**src/rtl/spi_wrap_pkg.sv**
```systemverilog
package spi_wrap_pkg;

    localparam int ADDR_W    = 16;
    localparam int BYTE_W    = 8;
    localparam int BLK_W     = 5;
    localparam int BIT_CNT_W = $clog2(BYTE_W);
    localparam int BLK_LSB   = BYTE_W - BLK_W;   // control field: block in the top bits
    localparam int DIR_BIT   = 2;                // control field: 1 = write
    localparam logic [1:0] MODE_VAR = 2'b00;     // variable-length burst

    typedef enum logic [2:0] {
        PH_ADDR_HI,
        PH_ADDR_LO,
        PH_CTRL,
        PH_DATA,
        PH_DROP
    } phase_e;

    typedef struct packed {
        phase_e                 phase;
        logic                   sclk_prev;
        logic [BIT_CNT_W-1:0]   bitcnt;
        logic [BYTE_W-1:0]      rx;
        logic [BYTE_W-1:0]      tx;
        logic [ADDR_W-1:0]      addr;
        logic [BLK_W-1:0]       blk;
        logic                   is_wr;
        logic                   mem_wr;
        logic                   mem_rd;
        logic                   rd_lat;
        logic [ADDR_W-1:0]      mem_addr;
        logic [BYTE_W-1:0]      mem_wdata;
    } frame_state_t;

endpackage

```
**src/rtl/spi_pin_sync.sv**
```systemverilog
module spi_pin_sync #(
    parameter int           W       = 3,
    parameter int           STAGES  = 2,
    parameter logic [W-1:0] RST_VAL = '0
) (
    input  logic         clk,
    input  logic         rst_n,
    input  logic [W-1:0] d,
    output logic [W-1:0] q
);

    generate
        if (STAGES <= 1) begin : g_single
            logic [W-1:0] stage_q;
            always_ff @(posedge clk or negedge rst_n) begin
                if (!rst_n) stage_q <= RST_VAL;
                else        stage_q <= d;
            end
            assign q = stage_q;
        end else begin : g_chain
            logic [STAGES-1:0][W-1:0] stage_q;
            always_ff @(posedge clk or negedge rst_n) begin
                if (!rst_n) stage_q <= {STAGES{RST_VAL}};
                else        stage_q <= {stage_q[STAGES-2:0], d};
            end
            assign q = stage_q[STAGES-1];
        end
    endgenerate

endmodule

```
**src/rtl/spi_frame_fsm.sv**
```systemverilog
module spi_frame_fsm
    import spi_wrap_pkg::*;
(
    input  logic              clk,
    input  logic              rst_n,
    input  logic              sclk_s,
    input  logic              mosi_s,
    input  logic              cs_act_s,
    input  logic [BYTE_W-1:0] mem_rdata,
    output logic [BLK_W-1:0]  mem_blk,
    output logic [ADDR_W-1:0] mem_addr,
    output logic              mem_wr,
    output logic [BYTE_W-1:0] mem_wdata,
    output logic              mem_rd,
    output logic              miso_bit
);

    localparam logic [BIT_CNT_W-1:0] LAST_BIT = BIT_CNT_W'(BYTE_W - 1);

    frame_state_t st_q, st_d;

    logic              sclk_rise;
    logic              sclk_fall;
    logic [BYTE_W-1:0] byte_in;

    assign sclk_rise = sclk_s & ~st_q.sclk_prev;
    assign sclk_fall = ~sclk_s & st_q.sclk_prev;
    assign byte_in   = {st_q.rx[BYTE_W-2:0], mosi_s};

    always_comb begin
        st_d           = st_q;
        st_d.sclk_prev = sclk_s;
        st_d.mem_wr    = 1'b0;
        st_d.mem_rd    = 1'b0;
        st_d.rd_lat    = st_q.mem_rd;

        if (!cs_act_s) begin
            st_d.phase  = PH_ADDR_HI;
            st_d.bitcnt = '0;
            st_d.rx     = '0;
            st_d.tx     = '0;
        end else begin
            // MISO advances on falling edges inside a byte only
            if (sclk_fall && st_q.bitcnt != '0) begin
                st_d.tx = {st_q.tx[BYTE_W-2:0], 1'b0};
            end
            // fetched byte arrives one cycle after the read strobe
            if (st_q.rd_lat) begin
                st_d.tx = mem_rdata;
            end
            if (sclk_rise) begin
                st_d.rx     = byte_in;
                st_d.bitcnt = st_q.bitcnt + BIT_CNT_W'(1);
                if (st_q.bitcnt == LAST_BIT) begin
                    unique case (st_q.phase)
                        PH_ADDR_HI: begin
                            st_d.addr[ADDR_W-1:BYTE_W] = byte_in;
                            st_d.phase = PH_ADDR_LO;
                        end
                        PH_ADDR_LO: begin
                            st_d.addr[BYTE_W-1:0] = byte_in;
                            st_d.phase = PH_CTRL;
                        end
                        PH_CTRL: begin
                            st_d.blk   = byte_in[BYTE_W-1:BLK_LSB];
                            st_d.is_wr = byte_in[DIR_BIT];
                            if (byte_in[1:0] != MODE_VAR) begin
                                st_d.phase = PH_DROP;
                            end else begin
                                st_d.phase = PH_DATA;
                                if (!byte_in[DIR_BIT]) begin
                                    st_d.mem_rd   = 1'b1;
                                    st_d.mem_addr = st_q.addr;
                                    st_d.addr     = st_q.addr + ADDR_W'(1);
                                end
                            end
                        end
                        PH_DATA: begin
                            st_d.mem_addr = st_q.addr;
                            st_d.addr     = st_q.addr + ADDR_W'(1);
                            if (st_q.is_wr) begin
                                st_d.mem_wr    = 1'b1;
                                st_d.mem_wdata = byte_in;
                            end else begin
                                st_d.mem_rd    = 1'b1;
                            end
                        end
                        default: begin
                            st_d.phase = PH_DROP;
                        end
                    endcase
                end
            end
        end
    end

    always_ff @(posedge clk or negedge rst_n) begin
        if (!rst_n) begin
            st_q <= '{phase: PH_ADDR_HI, default: '0};
        end else begin
            st_q <= st_d;
        end
    end

    assign mem_blk   = st_q.blk;
    assign mem_addr  = st_q.mem_addr;
    assign mem_wr    = st_q.mem_wr;
    assign mem_wdata = st_q.mem_wdata;
    assign mem_rd    = st_q.mem_rd;
    assign miso_bit  = st_q.tx[BYTE_W-1];

endmodule

```
**src/rtl/spi_wrap_slave.sv**
```systemverilog
module spi_wrap_slave
    import spi_wrap_pkg::*;
#(
    parameter int SYNC_STAGES = 2
) (
    input  logic              clk,
    input  logic              rst_n,
    input  logic              spi_sclk,
    input  logic              spi_cs_n,
    input  logic              spi_mosi,
    output logic              spi_miso,
    output logic              spi_miso_oe,
    output logic [BLK_W-1:0]  mem_blk,
    output logic [ADDR_W-1:0] mem_addr,
    output logic              mem_wr,
    output logic [BYTE_W-1:0] mem_wdata,
    output logic              mem_rd,
    input  logic [BYTE_W-1:0] mem_rdata
);

    logic [2:0] pins_s;

    spi_pin_sync #(
        .W       (3),
        .STAGES  (SYNC_STAGES),
        .RST_VAL (3'b100)
    ) u_sync (
        .clk   (clk),
        .rst_n (rst_n),
        .d     ({spi_cs_n, spi_sclk, spi_mosi}),
        .q     (pins_s)
    );

    spi_frame_fsm u_fsm (
        .clk       (clk),
        .rst_n     (rst_n),
        .sclk_s    (pins_s[1]),
        .mosi_s    (pins_s[0]),
        .cs_act_s  (~pins_s[2]),
        .mem_rdata (mem_rdata),
        .mem_blk   (mem_blk),
        .mem_addr  (mem_addr),
        .mem_wr    (mem_wr),
        .mem_wdata (mem_wdata),
        .mem_rd    (mem_rd),
        .miso_bit  (spi_miso)
    );

    // pad driver is released as soon as the master deselects
    assign spi_miso_oe = ~spi_cs_n;

endmodule

```
**config.mk**
```make
export PLATFORM = sky130hd
export DESIGN_NAME = spi_wrap_slave
export DESIGN_NICKNAME = d
export VERILOG_FILES = /design/src/rtl/spi_wrap_pkg.sv /design/src/rtl/spi_pin_sync.sv /design/src/rtl/spi_frame_fsm.sv /design/src/rtl/spi_wrap_slave.sv
export SDC_FILE = /design/constraint.sdc
export NUM_CORES = 1
export LEC_CHECK = 0
export BUFFER_PORTS_ARGS = -buffer_cell sky130_fd_sc_hd__buf_2
export CORE_AREA = 2 2 99 101
export DETAILED_ROUTE_END_ITERATION = 10
export DIE_AREA = 0 0 101 103
export PLACE_DENSITY = 0.58
export SYNTH_ARGS = -nofsm -noshare
export SYNTH_HDL_FRONTEND = slang
export SYNTH_SLANG_ARGS = --single-unit
export TNS_END_PERCENT = 1
```
**constraint.sdc**
```tcl
create_clock -name clk -period 2.2 [get_ports clk]
set_input_delay 0.44 -clock clk [delete_from_list [all_inputs] [get_ports clk]]
set_output_delay 0.44 -clock clk [all_outputs]
set_load 0.02 [all_outputs]
```
## Word-level counts from Yosys, hierarchy flattened

Cells that the tools add are included.

| storage, ports and cells | value |
|---|---|
| register bits after elaboration | 77 |
| output and inout bits | 33 |
| word-level logic and storage cells | 72 |

| cells by class | value |
|---|---|
| $add $sub $neg | 2 |
| eq/ne operators | 7 |
| multiplexer cells | 25 |
| bitwise logic cells | 6 |
| reductions and logical operators | 16 |

Operators with widths:

| cell | number |
|---|---|
| 16-bit 2-to-1 mux | 4 |
| 8-bit one-hot mux with 3 select lines | 2 |
| 16-bit one-hot mux with 2 select lines | 1 |
| 19-bit 2-to-1 mux | 1 |
| 6-bit AND reduction | 3 |
| 16-bit by 1-bit adder with 16-bit output, second input constant | 1 |
| 8-bit 2-to-1 mux | 2 |
| 3-bit 2-to-1 mux | 4 |
| 3-bit one-hot mux with 4 select lines | 1 |
| 3-bit nonzero test | 4 |
| 11-bit 2-to-1 mux | 1 |
| 2-bit nonzero test | 4 |
| 3-bit by 2-bit == test with 1-bit output, second input constant | 2 |
| 2-bit 2-to-1 mux | 3 |
| 2-bit inequality test, second input constant | 3 |
| 1-bit 2-to-1 mux | 5 |
| 5-bit AND reduction | 1 |
| 1-bit inverter | 4 |
| 4-bit AND reduction | 1 |
| 3-bit by 1-bit adder with 3-bit output, second input constant | 1 |
| 3-bit by 1-bit == test with 1-bit output, second input constant | 1 |
| 3-bit == test, second input constant | 1 |
| 3-bit zero test | 1 |
| 3-bit AND reduction | 1 |
| 3 further kinds | 4 |

## Depth between registers and ports, before layout

| logic depth | value |
|---|---|
| word-level depth | 6 |
| depth in mapped cells | 7 |
| depth with buffers taken out | 6 |

## Hierarchy

A second synthesis with hierarchy kept.

| second synthesis, totals | value |
|---|---|
| cell total of the unflattened synthesis | 347 |
| area, all modules | 3,851.2 um^2 |

Modules (own cells, without submodules):

| module | times used | cells an instance | area each (um^2) | seq. area each (um^2) |
|---|---|---|---|---|
| spi_frame_fsm | 1 | 336 | 3,668.5 | 1,776.7 |
| spi_pin_sync | 1 | 9 | 175.2 | 152.6 |
| spi_wrap_slave | 1 | 2 | 7.5 | 0.0 |

## Worst setup path before layout

No wires, ideal clock.

| timing | value |
|---|---|
| path kind | register to register |
| start point | reg u_fsm.st_q[65] (netlist bit) |
| end point | reg u_fsm.st_q, in the netlist u_fsm.mem_wdata[0] |
| setup time | 0.125 ns |
| data arrival time | 1.554 ns |
| slack | 0.520 ns |
| cell stages (with the launch flop) | 7 |
| cell sequence | dfrtp_1 > ha_1 > ha_1 > and4_4 > and3_1 > buf_6 > mux2_4 |

| on the way | value |
|---|---|
| cells in the longest elaborated chain, start to end | 2 |

Ends and longest elaborated chain:

| item | RTL line | RTL |
|---|---|---|
| start: declaration | spi_frame_fsm.sv:20 | `frame_state_t st_q, st_d;` |
| start signal: assignment | spi_frame_fsm.sv:101 | `st_q <= st_d;` |
| 3-bit == test | spi_frame_fsm.sv:54 | `if (st_q.bitcnt == LAST_BIT) begin` |
| 5-bit AND reduction (no source line) | -- |  |

Every way passes these cells.
A chain may end at the register's enable or synchronous reset.

## Worst setup path after layout

| timing | value |
|---|---|
| start point | reg u_fsm.st_q[66] (netlist bit) |
| end point | reg u_fsm.st_q, in the netlist u_fsm.mem_wdata[3] |

Same word-level chain as after synthesis.

==> flow_summary_export.csv <==
group,metric,value,unit
place,dpl.hpwl,4960,um
yosys,seq_area_frac_synth,49.4,%
floorplan,fp.dieH,103,um
global_route,globalRouteOverflowTotal,0,
cts,root_buffer,"clkbuf_8",
place,io_buffers,45,
routing,firstDrtPassIters,4,
global_route,grt_pass1_wl,12500,um
sta,setup-tns-final,0,ns
cts,clock_path_buffers,2,
place,numPlacedInstances,463,
layout,area_delta_synth_final,7.62,%
global_route,grtUsageTotal,15.9,%
critical_path,cp_slowest_cell,"and3_1",
yosys,synth_edf_count,0,
critical_path,crit_path_start_kind,"flip-flop",
floorplan,core,0.00946,mm2
cts,cts-buffers-inserted,9,
cts,ctsResizeCount,0,
routing,vias_per_cell,5.34,
layout,n_antenna_cell,0,
power_and_ir_drop,p_leak,1.99,nW
routing,wl_met2,3560,um
flow_run,drv_cap,0,
sta,maxSlewViolCount,0,
layout,final_nets,377,
cts,cts.sinks,77,
critical_path,r2r_slack,0.24,ns
layout,final_common_cell,"dfrtp_1",
yosys,synthesis.area,0.00391,mm2
layout,design_area,0.00421,mm2
cts,cts_tree,"done",
power_and_ir_drop,ir_drop,0.319,mV
critical_path,cp_slowest_stage_delay,0.52,ns
global_route,grt_max_degree,46,
critical_path,worstPathBufferInverterCount,0,
hold_path,hold_class,"input port to asynchronous set/reset pin",
cts,cts_hold_buf,0,
sta,rsz0062_at_grt,"no",
cts,h-tree-depth,3,
yosys,postSynthNetCount,364,
floorplan,fp.dieW,101,um
sta,period_needed,1.96,ns
layout,multi_input_area,0.00160,mm2
floorplan,ioPinCount,46,
cts,post_cts_buffers,0,
floorplan,initial_utilization,41.3,%
power_and_ir_drop,p_per_area,643,mW/mm2
critical_path,crit_type,"flip-flop to flip-flop",
layout,ff_latch_area,0.00193,mm2
critical_path,crit_top_cell,"ha_1",
routing,wl_met1,3610,um
sta,setup_viol,0,
place,gp_congestion,0.805,
yosys,synthDistinctLibCells,57,
status,status,"finished clean",
routing,vias,2556,
layout,drive_gt1_share,32.1,%
layout,nFillCells,881,
sta,tightest_slew,0.770,ns
critical_path,cp_max_fo,9,
routing,routed_wl,7590,um
global_route,grt_antenna_before_repair,0,
critical_path,crit_chain,"ha_1 > ha_1 > and4_4 > and3_1 > mux2_4",
floorplan,dieArea,0.0104,mm2
critical_path,critPathArrivalTime,2.20,ns
cts,worstSkewPairLatency,0.36,ns
critical_path,crit_required,2.45,ns
yosys,ys_ff_latch,77,
sta,relSlewSlack,48.7,%
routing,wl_met3,301,um
global_route,first_global_vias,2447,
cts,clk_pin_slew,0.08,ns
sta,hold_violations,0,
routing,highest_layer,"met4",
routing,wl_per_cell,15.8,um
yosys,synth_top_area_share,48.0,%
layout,finalNonFillerCells,479,
yosys,synth_top_cell_by_area,"dfrtp_1",
layout,mostFrequentLayoutCells,"dfrtp_1, buf_2, nand2_1",
yosys,synth-main-ff-cell,"dfrtp_1",
sta,skew,0.0145,ns
yosys,ys_warn_count,0,
yosys,ys_async_sr_fraction,100,%
sta,max_freq,0.511,GHz
yosys,syn_avg_cell_area,11.3,um2
yosys,syn_inst,347,
yosys,synth_area_leaders,"dfrtp_1, mux2_4, buf_4",
routing,drc,0,
critical_path,critPathCaptureType,"flip-flop",
floorplan,rows,36,
sta,fin_crit_sh,89.0,%
routing,drt_iter0_markers,159,
place,placed_area,0.00399,mm2
critical_path,critPathTopFamily,"simple AND/OR/NAND/NOR gates",
routing,ant_nets,0,
[area by class of cell]
type | instances | share of cell area [%]
Clock inverter | 5 | 1.99
Timing Repair Buffer | 51 | 6.78
Clock buffer | 11 | 3.12
Inverter | 8 | 0.714
Multi-Input combinational cell | 213 | 38.1
Sequential cell | 77 | 45.9
Tap cell | 114 | 3.39
[power breakdown]
part / internal (W) / total, W / switching, W
combinational: 0.0000268 / 0.0000848 / 0.0000580
sequential: 0.00142 / 0.00144 / 0.0000132
clock: 0.000644 / 0.00118 / 0.000536
[cells in the mapped netlist, types with 2 or more instances]
cell	instances
dfrtp_1	75
nor2_1	18
nand2_1	36
nand4_1	2
a21oi_1	27
buf_4	30
a2bb2oi_1	5
mux2i_1	9
clkbuf_1	3
dfstp_2	2
o21ai_1	4
o22ai_1	7
buf_1	2
o211ai_1	2
o21ai_0	6
nand3_1	6
nand3_4	2
inv_1	8
buf_2	9
mux2_4	18
nor3_1	5
a32oi_1	3
buf_6	5
and3_1	3
and4_1	2
mux2_2	17
nand2b_1	5
mux2_1	3
ha_1	4
or3_1	2
[stage by stage]
| stage | worst slack (ns) | power (W) | hold slack, ns | util [%] |
|---|---|---|---|---|
| 6_report | 0.242 | 0.00270 | 0.0136 | 44.5 |
| 5_1_grt | 0.0995 | 0.00281 | 0.0402 | 44.5 |
| 4_1_cts | 0.231 | 0.00273 | 0.0310 | 44.5 |
| 3_5_place_dp | 0.238 | 0.00155 | 0.339 | 42.2 |
| 3_3_place_gp | 0.292 | 0.00155 | 0.333 | 42.2 |
| 2_1_floorplan | 0.520 | 0.00150 | 0.144 | - |
[worst paths after layout]
check / start / depth (start not counted) / to
worst min-delay path: rst_n / 1 / u_fsm.mem_addr[2]
min in group clk: spi_sclk / 1 / u_sync.g_chain.stage_q[1]
worst min register to register: u_sync.g_chain.stage_q[1] / 0 / u_sync.q[1]
worst max-delay path: u_fsm.st_q[66] / 5 / u_fsm.mem_wdata[3]
max in group asynchronous: rst_n / 2 / u_sync.q[2]
worst max register to register: u_fsm.st_q[66] / 5 / u_fsm.mem_wdata[3]
[per-layer routing]
metal / global-route usage, % / vias to the layer above
li1: - / 1230
met1: 22.2 / 1263
met2: 24.0 / 53
met3: 4.75 / 10
met4: 4.99 / 0
met5: 0 / -
[kinds of logic (layout without fill, tap and decap cells)]
group	Yosys count	count (layout)	share of synthesized area (%)
compound gates	67	67	11.4
buf+inv	57	75	9.61
simple gates	95	95	13.4
mux	47	47	15.0
flops	77	77	49.4
fa+ha+maj	4	4	1.28
[flip-flops by register name, summed over array words and instances (netlist names)]
signal / flops
u_fsm.mem_addr: 16
u_sync.g_chain.stage_q: 3
u_fsm.miso_bit: 1
u_fsm.mem_rd: 1
u_fsm.mem_wdata: 8
u_fsm.byte_in: 7
u_fsm.mem_blk: 5
u_fsm.mem_wr: 1
u_sync.q: 3
u_fsm.st_q: 32
(Power assumes the default switching activity.)
